===== src/rtl/rxw_pkg.sv =====
package rxw_pkg;

  typedef enum logic [3:0] {
    ST_IDLE,
    ST_ALLOC,
    ST_DRAIN,
    ST_DROP,
    ST_HDR,
    ST_PAY,
    ST_PAD,
    ST_CRC,
    ST_TRL,
    ST_FIN
  } rxw_state_e;

  localparam int STAT_LONG_BIT = 11;
  localparam int STAT_ODD_BIT  = 12;
  localparam int HDR_BYTES     = 4;
  localparam int TRL_BYTES     = 2;
  localparam int CRC_BYTES     = 4;

  localparam logic [31:0] CRC_POLY = 32'hEDB88320;
  localparam logic [31:0] CRC_INIT = 32'hFFFFFFFF;

  localparam logic [7:0] TRL_ODD_MARK  = 8'h60;
  localparam logic [7:0] TRL_EVEN_MARK = 8'h40;

  function automatic logic [31:0] crc_step(input logic [31:0] c, input logic [7:0] d);
    logic [31:0] r;
    r = c;
    for (int b = 0; b < 8; b++) begin
      if (r[0] ^ d[b]) r = (r >> 1) ^ CRC_POLY;
      else             r = r >> 1;
    end
    return r;
  endfunction

endpackage


===== src/rtl/rxw_sizer.sv =====
module rxw_sizer #(
  parameter int LEN_W      = 12,
  parameter int BUF_BYTES  = 2048,
  parameter int MIN_FRAME  = 64,
  parameter int LONG_LIMIT = 1518,
  localparam int CNT_W     = LEN_W + 1
) (
  input  logic [LEN_W-1:0] len,
  input  logic             rx_en,
  input  logic             soft_rst,
  input  logic             strip_crc,
  output logic             accept,
  output logic [CNT_W-1:0] count,
  output logic [15:0]      status,
  output logic             odd,
  output logic             short_fr,
  output logic             keep
);
  import rxw_pkg::*;

  localparam logic [CNT_W-1:0] MIN_C   = CNT_W'(MIN_FRAME);
  localparam logic [CNT_W-1:0] OVH_C   = CNT_W'(HDR_BYTES + TRL_BYTES);
  localparam logic [CNT_W-1:0] CRC_C   = CNT_W'(CRC_BYTES);
  localparam logic [CNT_W-1:0] LIMIT_C = CNT_W'(BUF_BYTES);

  logic [CNT_W-1:0] even_part;
  logic [CNT_W-1:0] base;

  always_comb begin
    even_part = {1'b0, len[LEN_W-1:1], 1'b0};
    short_fr  = (CNT_W'(len) < MIN_C);
    odd       = len[0];
    keep      = !strip_crc;
    base      = short_fr ? MIN_C : even_part;
    count     = base + OVH_C + (keep ? CRC_C : '0);
    accept    = rx_en && !soft_rst && (len != '0) && (count <= LIMIT_C);
    status    = '0;
    status[STAT_LONG_BIT] = (CNT_W'(len) > CNT_W'(LONG_LIMIT));
    status[STAT_ODD_BIT]  = len[0];
  end

endmodule


===== src/rtl/rxw_crc.sv =====
module rxw_crc (
  input  logic        clk,
  input  logic        rst_n,
  input  logic        clr,
  input  logic        en,
  input  logic [7:0]  din,
  output logic [31:0] crc
);
  import rxw_pkg::*;

  always_ff @(posedge clk or negedge rst_n) begin
    if (!rst_n)   crc <= CRC_INIT;
    else if (clr) crc <= CRC_INIT;
    else if (en)  crc <= crc_step(crc, din);
  end

endmodule


===== src/rtl/rxw_seq.sv =====
module rxw_seq #(
  parameter int LEN_W     = 12,
  parameter int BN_W      = 2,
  parameter int AW        = 11,
  parameter int MIN_FRAME = 64,
  localparam int CNT_W    = LEN_W + 1
) (
  input  logic             clk,
  input  logic             rst_n,
  input  logic             s_valid,
  output logic             s_ready,
  input  logic [7:0]       s_data,
  input  logic             s_first,
  input  logic             s_last,
  input  logic [LEN_W-1:0] s_len,
  input  logic             sz_accept,
  input  logic [CNT_W-1:0] sz_count,
  input  logic [15:0]      sz_status,
  input  logic             sz_odd,
  input  logic             sz_short,
  input  logic             sz_keep,
  output logic             alloc_req,
  input  logic             alloc_gnt,
  input  logic             alloc_fail,
  input  logic [BN_W-1:0]  alloc_num,
  input  logic [31:0]      crc_val,
  output logic             crc_clr,
  output logic             crc_en,
  output logic [7:0]       crc_din,
  output logic             wr_en,
  output logic [BN_W-1:0]  wr_buf,
  output logic [AW-1:0]    wr_addr,
  output logic [7:0]       wr_data,
  output logic             rxq_push,
  output logic [BN_W-1:0]  rxq_num,
  output logic             rx_int_set,
  output logic             frame_done,
  output logic             frame_drop
);
  import rxw_pkg::*;

  localparam logic [LEN_W-1:0] PAD_END = LEN_W'(MIN_FRAME - 1);

  rxw_state_e       state_q, state_d;
  logic [LEN_W-1:0] len_q;
  logic [LEN_W-1:0] pos_q;
  logic [15:0]      status_q;
  logic [15:0]      count_q;
  logic             odd_q, short_q, keep_q;
  logic [BN_W-1:0]  buf_q;
  logic [AW-1:0]    addr_q;
  logic [1:0]       idx_q;
  logic [7:0]       odd_byte_q;

  logic beat;
  logic last_pos;
  logic hold_odd;

  assign s_ready   = (state_q == ST_PAY) || (state_q == ST_DRAIN);
  assign beat      = s_valid && s_ready;
  assign last_pos  = (pos_q == len_q - LEN_W'(1));
  assign hold_odd  = last_pos && odd_q && !short_q;
  assign alloc_req = (state_q == ST_ALLOC);
  assign crc_clr   = (state_q == ST_IDLE);

  assign wr_buf     = buf_q;
  assign wr_addr    = addr_q;
  assign rxq_num    = buf_q;
  assign rxq_push   = (state_q == ST_FIN);
  assign rx_int_set = (state_q == ST_FIN);
  assign frame_done = (state_q == ST_FIN);
  assign frame_drop = (state_q == ST_DROP);

  // write port and CRC feed
  always_comb begin
    wr_en   = 1'b0;
    wr_data = 8'h00;
    crc_en  = 1'b0;
    crc_din = 8'h00;
    unique case (state_q)
      ST_HDR: begin
        wr_en = 1'b1;
        unique case (idx_q)
          2'd0: wr_data = status_q[7:0];
          2'd1: wr_data = status_q[15:8];
          2'd2: wr_data = count_q[7:0];
          default: wr_data = count_q[15:8];
        endcase
      end
      ST_PAY: begin
        wr_en   = beat && !hold_odd;
        wr_data = s_data;
        crc_en  = beat;
        crc_din = s_data;
      end
      ST_PAD: begin
        wr_en  = 1'b1;
        crc_en = 1'b1;
      end
      ST_CRC: begin
        wr_en   = 1'b1;
        wr_data = crc_val[8*idx_q +: 8];
      end
      ST_TRL: begin
        wr_en = 1'b1;
        if (idx_q == 2'd0) wr_data = odd_q ? odd_byte_q : 8'h00;
        else               wr_data = odd_q ? TRL_ODD_MARK : TRL_EVEN_MARK;
      end
      default: ;
    endcase
  end

  // next state
  always_comb begin
    state_d = state_q;
    unique case (state_q)
      ST_IDLE:  if (s_valid && s_first) state_d = sz_accept ? ST_ALLOC : ST_DRAIN;
      ST_ALLOC: if (alloc_gnt) state_d = alloc_fail ? ST_DRAIN : ST_HDR;
      ST_DRAIN: if (beat && s_last) state_d = ST_DROP;
      ST_DROP:  state_d = ST_IDLE;
      ST_HDR:   if (idx_q == 2'd3) state_d = ST_PAY;
      ST_PAY: begin
        if (beat && last_pos) begin
          if (short_q)     state_d = ST_PAD;
          else if (keep_q) state_d = ST_CRC;
          else             state_d = ST_TRL;
        end
      end
      ST_PAD:   if (pos_q == PAD_END) state_d = keep_q ? ST_CRC : ST_TRL;
      ST_CRC:   if (idx_q == 2'd3) state_d = ST_TRL;
      ST_TRL:   if (idx_q == 2'd1) state_d = ST_FIN;
      ST_FIN:   state_d = ST_IDLE;
      default:  state_d = ST_IDLE;
    endcase
  end

  always_ff @(posedge clk or negedge rst_n) begin
    if (!rst_n) begin
      state_q    <= ST_IDLE;
      len_q      <= '0;
      pos_q      <= '0;
      status_q   <= '0;
      count_q    <= '0;
      odd_q      <= 1'b0;
      short_q    <= 1'b0;
      keep_q     <= 1'b0;
      buf_q      <= '0;
      addr_q     <= '0;
      idx_q      <= '0;
      odd_byte_q <= '0;
    end else begin
      state_q <= state_d;
      if (state_q == ST_IDLE && s_valid && s_first) begin
        len_q    <= s_len;
        status_q <= sz_status;
        count_q  <= 16'(sz_count);
        odd_q    <= sz_odd;
        short_q  <= sz_short;
        keep_q   <= sz_keep;
      end
      if (state_q == ST_ALLOC && alloc_gnt && !alloc_fail) begin
        buf_q  <= alloc_num;
        addr_q <= '0;
        idx_q  <= '0;
        pos_q  <= '0;
      end else if (wr_en) begin
        addr_q <= addr_q + AW'(1);
      end
      if (state_q == ST_HDR || state_q == ST_CRC || state_q == ST_TRL) begin
        idx_q <= (state_d == state_q) ? idx_q + 2'd1 : 2'd0;
      end
      if ((state_q == ST_PAY && beat) || state_q == ST_PAD) begin
        pos_q <= pos_q + LEN_W'(1);
      end
      if (state_q == ST_PAY && beat && last_pos) begin
        odd_byte_q <= s_data;
        idx_q      <= 2'd0;
      end
    end
  end

endmodule


===== src/rtl/rx_frame_writer.sv =====
module rx_frame_writer #(
  parameter int LEN_W      = 12,
  parameter int BN_W       = 2,
  parameter int BUF_BYTES  = 2048,
  parameter int MIN_FRAME  = 64,
  parameter int LONG_LIMIT = 1518,
  localparam int AW        = $clog2(BUF_BYTES),
  localparam int CNT_W     = LEN_W + 1
) (
  input  logic             clk,
  input  logic             rst_n,
  input  logic             cfg_rx_en,
  input  logic             cfg_soft_rst,
  input  logic             cfg_strip_crc,
  input  logic             s_valid,
  output logic             s_ready,
  input  logic [7:0]       s_data,
  input  logic             s_first,
  input  logic             s_last,
  input  logic [LEN_W-1:0] s_len,
  output logic             alloc_req,
  input  logic             alloc_gnt,
  input  logic             alloc_fail,
  input  logic [BN_W-1:0]  alloc_num,
  output logic             wr_en,
  output logic [BN_W-1:0]  wr_buf,
  output logic [AW-1:0]    wr_addr,
  output logic [7:0]       wr_data,
  output logic             rxq_push,
  output logic [BN_W-1:0]  rxq_num,
  output logic             rx_int_set,
  output logic             frame_done,
  output logic             frame_drop
);

  logic             sz_accept, sz_odd, sz_short, sz_keep;
  logic [CNT_W-1:0] sz_count;
  logic [15:0]      sz_status;
  logic [31:0]      crc_val;
  logic             crc_clr, crc_en;
  logic [7:0]       crc_din;

  rxw_sizer #(
    .LEN_W(LEN_W), .BUF_BYTES(BUF_BYTES),
    .MIN_FRAME(MIN_FRAME), .LONG_LIMIT(LONG_LIMIT)
  ) u_sizer (
    .len(s_len), .rx_en(cfg_rx_en), .soft_rst(cfg_soft_rst),
    .strip_crc(cfg_strip_crc), .accept(sz_accept), .count(sz_count),
    .status(sz_status), .odd(sz_odd), .short_fr(sz_short), .keep(sz_keep)
  );

  rxw_crc u_crc (
    .clk(clk), .rst_n(rst_n), .clr(crc_clr), .en(crc_en),
    .din(crc_din), .crc(crc_val)
  );

  rxw_seq #(
    .LEN_W(LEN_W), .BN_W(BN_W), .AW(AW), .MIN_FRAME(MIN_FRAME)
  ) u_seq (
    .clk(clk), .rst_n(rst_n),
    .s_valid(s_valid), .s_ready(s_ready), .s_data(s_data),
    .s_first(s_first), .s_last(s_last), .s_len(s_len),
    .sz_accept(sz_accept), .sz_count(sz_count), .sz_status(sz_status),
    .sz_odd(sz_odd), .sz_short(sz_short), .sz_keep(sz_keep),
    .alloc_req(alloc_req), .alloc_gnt(alloc_gnt), .alloc_fail(alloc_fail),
    .alloc_num(alloc_num),
    .crc_val(crc_val), .crc_clr(crc_clr), .crc_en(crc_en), .crc_din(crc_din),
    .wr_en(wr_en), .wr_buf(wr_buf), .wr_addr(wr_addr), .wr_data(wr_data),
    .rxq_push(rxq_push), .rxq_num(rxq_num), .rx_int_set(rx_int_set),
    .frame_done(frame_done), .frame_drop(frame_drop)
  );

endmodule


===== config.mk =====
export PLATFORM = sky130hd
export DESIGN_NAME = rx_frame_writer
export DESIGN_NICKNAME = d
export VERILOG_FILES = /design/src/rtl/rxw_pkg.sv /design/src/rtl/rxw_sizer.sv /design/src/rtl/rxw_crc.sv /design/src/rtl/rxw_seq.sv /design/src/rtl/rx_frame_writer.sv
export SDC_FILE = /design/constraint.sdc
export NUM_CORES = 1
export LEC_CHECK = 0
export BUFFER_PORTS_ARGS = -buffer_cell sky130_fd_sc_hd__buf_2
export CAP_MARGIN = 20
export CORE_MARGIN = 2
export CORE_UTILIZATION = 60
export DETAILED_ROUTE_END_ITERATION = 8
export PLACE_DENSITY = 0.77
export SLEW_MARGIN = 25
export SYNTH_ARGS = -nofsm -noshare
export SYNTH_HDL_FRONTEND = slang
export SYNTH_SLANG_ARGS = --single-unit

===== constraint.sdc =====
create_clock -name clk -period 5 [get_ports clk]
set_input_delay 0.25 -clock clk [delete_from_list [all_inputs] [get_ports clk]]
set_output_delay 0.25 -clock clk [all_outputs]
set_load 0.005 [all_outputs]

==> results.toml, run 1 <==
[critical_path]
required_ps = 4750
r2r_cells = 9
crit_arrival_ps = 3450
crit_path_max_fanout = 17
worst-setup-path-type = "flip-flop to output pin"
endpoint_kind = "output pin"
start_kind = "flip-flop"
r2r-start = "u_seq.len_q[0]"
r2r_slack_ps = 1490
r2r-end = "u_seq.state_q[2]"

[power_and_ir_drop]
clkPwrFrac_pct = 14.3
p_seq_share_pct = 35.6
power_density_mw_per_mm2 = 568
internal_power_mw = 2.22
p_total_mw = 3.96
p_sw_share_pct = 43.9
p_sw_mw = 1.74
vdd_drop_max_uv = 341
pwr-share-comb_pct = 50.2
power_leakage_nw = 2.95

[timing]
slew_headroom_pct = 41.1
drv_slew = 0
tightest_slew_ps = 878
hold_slack_ps = 63.9
fin_setup_tns_ps = 0
rsz0062_at_grt = "no"
period_share_pct = 74.0
final_hold_viol_count = 0
setup_violations = 0
skew_ps = 12.4
timing.fmax_ghz = 0.270
min_period_ps = 3700

[routing]
firstDrtPassIters = 5
ant_nets = 0
routed_wl_microns = 16400
drc = 0
viasPerCell = 6.19
vias = 5518
avgRoutedWirePerCell_microns = 18.4
drt-initial-drc-count = 554

[yosys]
synth_area_sq_mm = 0.00643
yosys_register_bits = 98
synth-edff-count = 0
netlist.area_leader.share_pct = 25.7
synth.area.top_cells = "dfrtp_1, dfstp_2, xnor2_1, nand2_1, xor2_1"
yosysWarnings = 0
async_flop_share_pct = 100
syn_area_per_cell_sq_um = 8.94
yosysSeqAreaShare_pct = 38.8
ys_types = 66
ys_dominant_reg_cell = "dfrtp_1"
yosysTopAreaCell = "dfrtp_1"
syn_nets = 762
postSynthCellCount = 719

[grt]
grt_overflow = 0
grt_pass1_vias = 5306
grt_pass1_wl_microns = 27000
grt_max_degree = 52
grt_util_all_layers_pct = 30.0
antenna_found_initial = 0

[hold_path]
min_to = "u_seq.rxq_num[1]"
hp-start = "alloc_num[1]"
hold_class = "input port to flip-flop"
whs_path_depth = 3

[clock_network]
clockBufferDepth = 2
h-tree-depth = 3
clk_pin_slew_ps = 90
cts_buffers = 9
cts_tree = "yes"
clock_latency_ps = 380
cts_sinks = 98
cts-root-buf = "clkbuf_8"

[floorplan]
die_area_sq_mm = 0.0116
die_x_microns = 108
row_count = 37
num_io_pins = 62
start_util_pct = 62.0
coreArea_sq_mm = 0.0104
die_h_microns = 108

[placed_design]
place_hpwl_microns = 12200
dpl-instance-area_sq_mm = 0.00673
globalplace.congestion = 0.969
port_buffers = 61

[cells_and_area]
drive_gt1_share_pct = 18.4
fin_area_sq_mm = 0.00698
antenna_cells = 0
utilization_pct = 67.3
num-nets-final = 793
synthToLayoutAreaGrowth_pct = 8.52

[job]
cap_violations = 0

[status]
status = "completed"
area by class of cell:
cell class	count	area, sq um
clock inverter	2	12.5
inverter	13	48.8
multi-input combinational	563	3700
sequential	98	2490
tap	136	170
clock buffer	14	216
fill	874	3390
timing repair buffer	65	340
layer usage:
layer / part of all wire (%) / up-vias / track usage [%] / wire length [microns]
li1: - / 2582 / - / -
met1: 44 / 2671 / 41.6 / 7150
met2: 48 / 235 / 47.7 / 7840
met3: 6.5 / 30 / 4.84 / 1060
met4: 1.9 / 0 / 11.2 / 303
met5: 0 / - / 0 / 0
what timing repair did:
action	CTS	global route
setup buffers	0	0
hold buffers	1	0
endpoints found under the setup margin	0	0
endpoints found under the hold margin	36	0
gates resized for setup	0	0
logic make-up (layout without fill, tap and decap cells):
| logic type | after synthesis | after routing | synth area share [%] |
|---|---|---|---|
| muxes | 21 | 21 | 4.98 |
| buffers and inverters | 58 | 94 | 3.91 |
| and+or+nand+nor | 285 | 285 | 21.6 |
| adders and majority gates | 11 | 11 | 2.26 |
| DFF | 98 | 98 | 38.8 |
| AOI/OAI and AO/OA | 139 | 139 | 13.9 |
| xor gates and xnor gates | 107 | 107 | 14.6 |
placed cells by master, fill, tap and decap left out, types with 7 or more instances in the layout:
master    Yosys  routed
and3_1        9       9
xnor2_1      59      59
o211ai_1      7       7
o31ai_1      11      11
dfstp_2      32      32
nand2_1     116     116
ha_1         10      10
nor3_1       35      35
a22oi_1       9       9
a21oi_1      35      35
o21ai_0      41      41
xor2_1       48      48
dfrtp_1      66      66
buf_2         5      60
mux4_2        8       8
nor2_1       40      40
clkbuf_8      0      10
inv_1        13      13
nand3_1      25      24
nand4_1       7       7
mux2_2        8       8
Yosys cell counts (3+ instances only):
| master | number |
|---|---|
| o21ai_0 | 41 |
| ha_1 | 10 |
| nand2b_1 | 6 |
| a21o_1 | 4 |
| nor4_1 | 5 |
| nand3b_1 | 6 |
| buf_1 | 4 |
| and2_1 | 4 |
| a22oi_1 | 9 |
| mux2i_1 | 5 |
| buf_2 | 5 |
| a31oi_1 | 5 |
| nor2_1 | 40 |
| nand4_1 | 7 |
| nand2_1 | 116 |
| dfrtp_1 | 66 |
| nor3_1 | 35 |
| o211ai_1 | 7 |
| or4_1 | 5 |
| mux4_2 | 8 |
| buf_4 | 5 |
| dfstp_2 | 32 |
| xor2_1 | 48 |
| a222oi_1 | 3 |
| nor2b_1 | 6 |
| xnor2_1 | 59 |
| o31ai_1 | 11 |
| clkbuf_1 | 29 |
| nor4b_1 | 6 |
| and3_1 | 9 |
| inv_1 | 13 |
| o21a_1 | 3 |
| mux2_2 | 8 |
| nand3_1 | 25 |
| a21oi_1 | 35 |
flip-flops by register name, indices dropped and copies added, names as in the netlist:
name	flops
u_seq.idx_q	2
u_seq.pos_q	12
u_seq.keep_q	1
u_seq.rxq_num	2
u_seq.state_q	4
u_crc.crc	32
u_seq.odd_byte_q	8
u_seq.short_q	1
u_seq.len_q	12
u_seq.wr_addr	11
u_seq.status_q	1
u_seq.count_q	12
worst max-delay path, stage by stage (launching register included):
cell	delay (ps)
dfrtp_1	520
inv_1	130
ha_1	290
or4b_4	520
nor3_1	250
xnor2_1	110
nor4_1	330
nand4b_1	270
o21ai_4	440
inv_1	70
buf_2	140
stage by stage:
step	worst slack, ps	instances
after floorplan	2040	719
after global routing	1040	891
after CTS	1310	891
after detailed placement	1660	874
after global placement	1860	874
final	1300	891
worst max path at each step:
stage	from	end	slack [ps]
floorplan	u_seq.len_q[0]	u_seq.state_q[2]	2040
global placement	u_seq.len_q[0]	wr_en	1860
detailed placement	u_seq.len_q[0]	u_seq.state_q[2]	1660
CTS	u_seq.len_q[0]	wr_en	1310
global route	u_seq.len_q[0]	wr_en	1040
finish	u_seq.len_q[0]	wr_en	1300
power groups by stage:
stage          sequential (mW)  clock, mW  combinational [mW]
6_report                  1.41      0.566                1.99
5_1_grt                   1.45      0.600                2.19
4_1_cts                   1.40      0.575                1.98
3_5_place_dp              1.41          0                1.96
3_3_place_gp              1.40          0                1.91
2_1_floorplan             1.25          0                1.64
(Power assumes the default switching activity.)
==> run 2: changes to the inputs <==
- ABC_AREA: default -> 1
- PLACE_DENSITY: 0.77 -> 0.76
- clock period: 5 -> 3.62 ns (I/O delays scaled with it)
==> results.toml, run 2 <==
[status]
status = "completed"

[yosys]
syn_nets = 946
ys_types = 48
yosysSeqAreaShare_pct = 37.0
yosys_register_bits = 98
ys_dominant_reg_cell = "dfrtp_1"
synth.area.top_cells = "dfrtp_1, dfstp_2, nand2_1, inv_1, xor2_1"
async_flop_share_pct = 100
synth_area_sq_mm = 0.00673
yosysMostFrequentCell = "nand2_1"
yosysWarnings = 0
netlist.area_leader.share_pct = 24.5
yosysTopAreaCell = "dfrtp_1"
syn_area_per_cell_sq_um = 7.46
postSynthCellCount = 903
synth-edff-count = 0
synthTopCellsByCount = "nand2_1, inv_1, o21ai_0"

[placed_design]
dpl-instance-area_sq_mm = 0.00718
port_buffers = 61
dp.cells = 1089
globalplace.congestion = 0.977
place_hpwl_microns = 14000

[timing]
min_period_ps = 3240
slew_headroom_pct = 58.8
hold_slack_ps = 22.9
tightest_slew_ps = 613
final_hold_viol_count = 0
setup_violations = 0
fin_setup_tns_ps = 0
skew_ps = 10.8
rsz0062_at_grt = "no"
drv_slew = 0
period_share_pct = 89.6
timing.fmax_ghz = 0.308

[cells_and_area]
fin_area_sq_mm = 0.00745
regMostFlops = "u_crc.crc"
stdcell_count = 1107
drive_gt1_share_pct = 16.2
synthToLayoutAreaGrowth_pct = 10.7
layout_commonest_cell = "nand2_1"
antenna_cells = 0
num-nets-final = 1005
largest_reg_flops = 32
final.fill_count = 914
final_cell_mix = "nand2_1, inv_1, o21ai_0"

[critical_path]
r2r-start = "u_seq.len_q[0]"
max_stage_delay_ps = 490
cp_slowest_cell = "nor3_1"
r2r-end = "u_seq.wr_addr[4]"
r2r_cells = 14
path_cells = "inv_2 > ha_1 > nand3_1 > nor2_1 > nor2_1 > nor2_1 > nand2_1 > nor3_1 > nand4_1 > nand2_1 > nand3_2 > buf_2"
crit_arrival_ps = 3060
critPathBufInv = 2
worst-setup-path-type = "flip-flop to output pin"
crit_path_max_fanout = 9
r2r_slack_ps = 550
required_ps = 3440
start_kind = "flip-flop"
critical_path.top_delay_family = "simple AND/OR/NAND/NOR gates"
endpoint_kind = "output pin"
crit_top_cell = "nor2_1"

[hold_path]
hp-start = "alloc_num[1]"
min_to = "u_seq.rxq_num[1]"
hold_class = "input port to flip-flop"
whs_path_depth = 3

[clock_network]
cts_buffers = 9
clk_pin_slew_ps = 90
h-tree-depth = 3
clock_latency_ps = 390
post-cts-setup-buffer-count = 0
clockBufferDepth = 2
cts.repair.resized = 0
cts_sinks = 98
cts_tree = "yes"
cts-root-buf = "clkbuf_8"

[routing]
routed_wl_microns = 18400
firstDrtPassIters = 6
avgRoutedWirePerCell_microns = 16.6
drt-initial-drc-count = 697
drc = 0
vias = 6319
ant_nets = 0
viasPerCell = 5.71

[grt]
grt_util_all_layers_pct = 32.3
antenna_found_initial = 0
grt_max_degree = 45
grt_overflow = 0
grt_pass1_wl_microns = 29400
grt_pass1_vias = 5917

[power_and_ir_drop]
vdd_drop_max_uv = 461
p_total_mw = 6.05
power_leakage_nw = 3.79
power_density_mw_per_mm2 = 811

[floorplan]
start_util_pct = 61.8
die_x_microns = 110
coreArea_sq_mm = 0.0109
row_count = 38
die_area_sq_mm = 0.0121
die_h_microns = 110
num_io_pins = 62

[job]
cap_violations = 0
-- run 2: changes by cell type in the layout (fill, tap and decap cells not counted), moves of 10 or more --
cell / change
o21ai_0: +31
nor2_1: +27
o22ai_1: +23
xnor2_1: -33
nor3_1: -20
nand4_1: +10
nand2_1: +85
inv_1: +120
nand3_1: +36
-- run 2: area by class of cell --
class	instances	area, sq um	share of cell area [%]
clock buffer	10	138	1.85
clock inverter	6	113	1.51
sequential	98	2490	33.4
multi-input combinational	639	3600	48.3
inverter	140	526	7.05
tap	140	175	2.35
timing repair buffer	74	410	5.51
-- run 2: routing by layer --
| metal | part of all wire, % | up-vias | global-route usage [%] | wire [microns] |
|---|---|---|---|---|
| met5 | 0 | - | 0 | 0 |
| met4 | 1.9 | 0 | 10.1 | 344 |
| met3 | 8.9 | 25 | 5.75 | 1640 |
| met2 | 44 | 278 | 50.4 | 8170 |
| met1 | 45 | 2985 | 45.6 | 8240 |
| li1 | - | 3031 | - | - |
-- run 2: tightest hold or removal path: cells and delay by family --
kind / cells / cell delay [ps]
buffers and inverters: 1 / 90
AND/OR/NAND/NOR: 2 / 110
-- run 2: through the flow --
stage	worst slack, ps	utilization (%)
global placement	740	66.0
finish	378	68.4
global route	208	68.4
floorplan	951	-
CTS	418	68.4
detailed placement	606	66.0
-- run 2: timing repair --
item | 4_1_cts | 5_1_grt
setup endpoints to repair | 0 | 0
hold buffers | 2 | 0
hold endpoints to repair | 25 | 0
-- run 2: cell families after synthesis --
kind of cell / count (synthesis) / synth area share, %
XOR/XNOR: 84 / 12.5
multiplexers: 6 / 1.00
AO/OA/AOI/OAI: 154 / 12.8
buffers and inverters: 166 / 9.53
flip-flops: 98 / 37.0
AND/OR/NAND/NOR: 384 / 25.0
adder cells (fa/ha/maj): 11 / 2.16
-- run 2: where the power goes --
group,switching [mW],internal [mW],leakage (nW),total [mW]
clock network,0.404,0.480,0.127,0.884
logic,2.06,1.23,2.46,3.30
registers,0.350,1.52,1.20,1.87
total,2.82,3.23,3.79,6.05
-- run 2: worst max-delay path by stage --
stage / from / to / slack (ps) / depth (start not counted)
after CTS: u_seq.len_q[0] / wr_en / 420 / 12
after global placement: s_len[10] / u_seq.idx_q[1] / 740 / 22
after detailed placement: u_seq.len_q[0] / u_seq.wr_addr[4] / 610 / 14
after global routing: u_seq.len_q[0] / wr_en / 210 / 12
after floorplan: s_len[9] / u_seq.idx_q[0] / 950 / 22
final: u_seq.len_q[0] / wr_en / 380 / 12
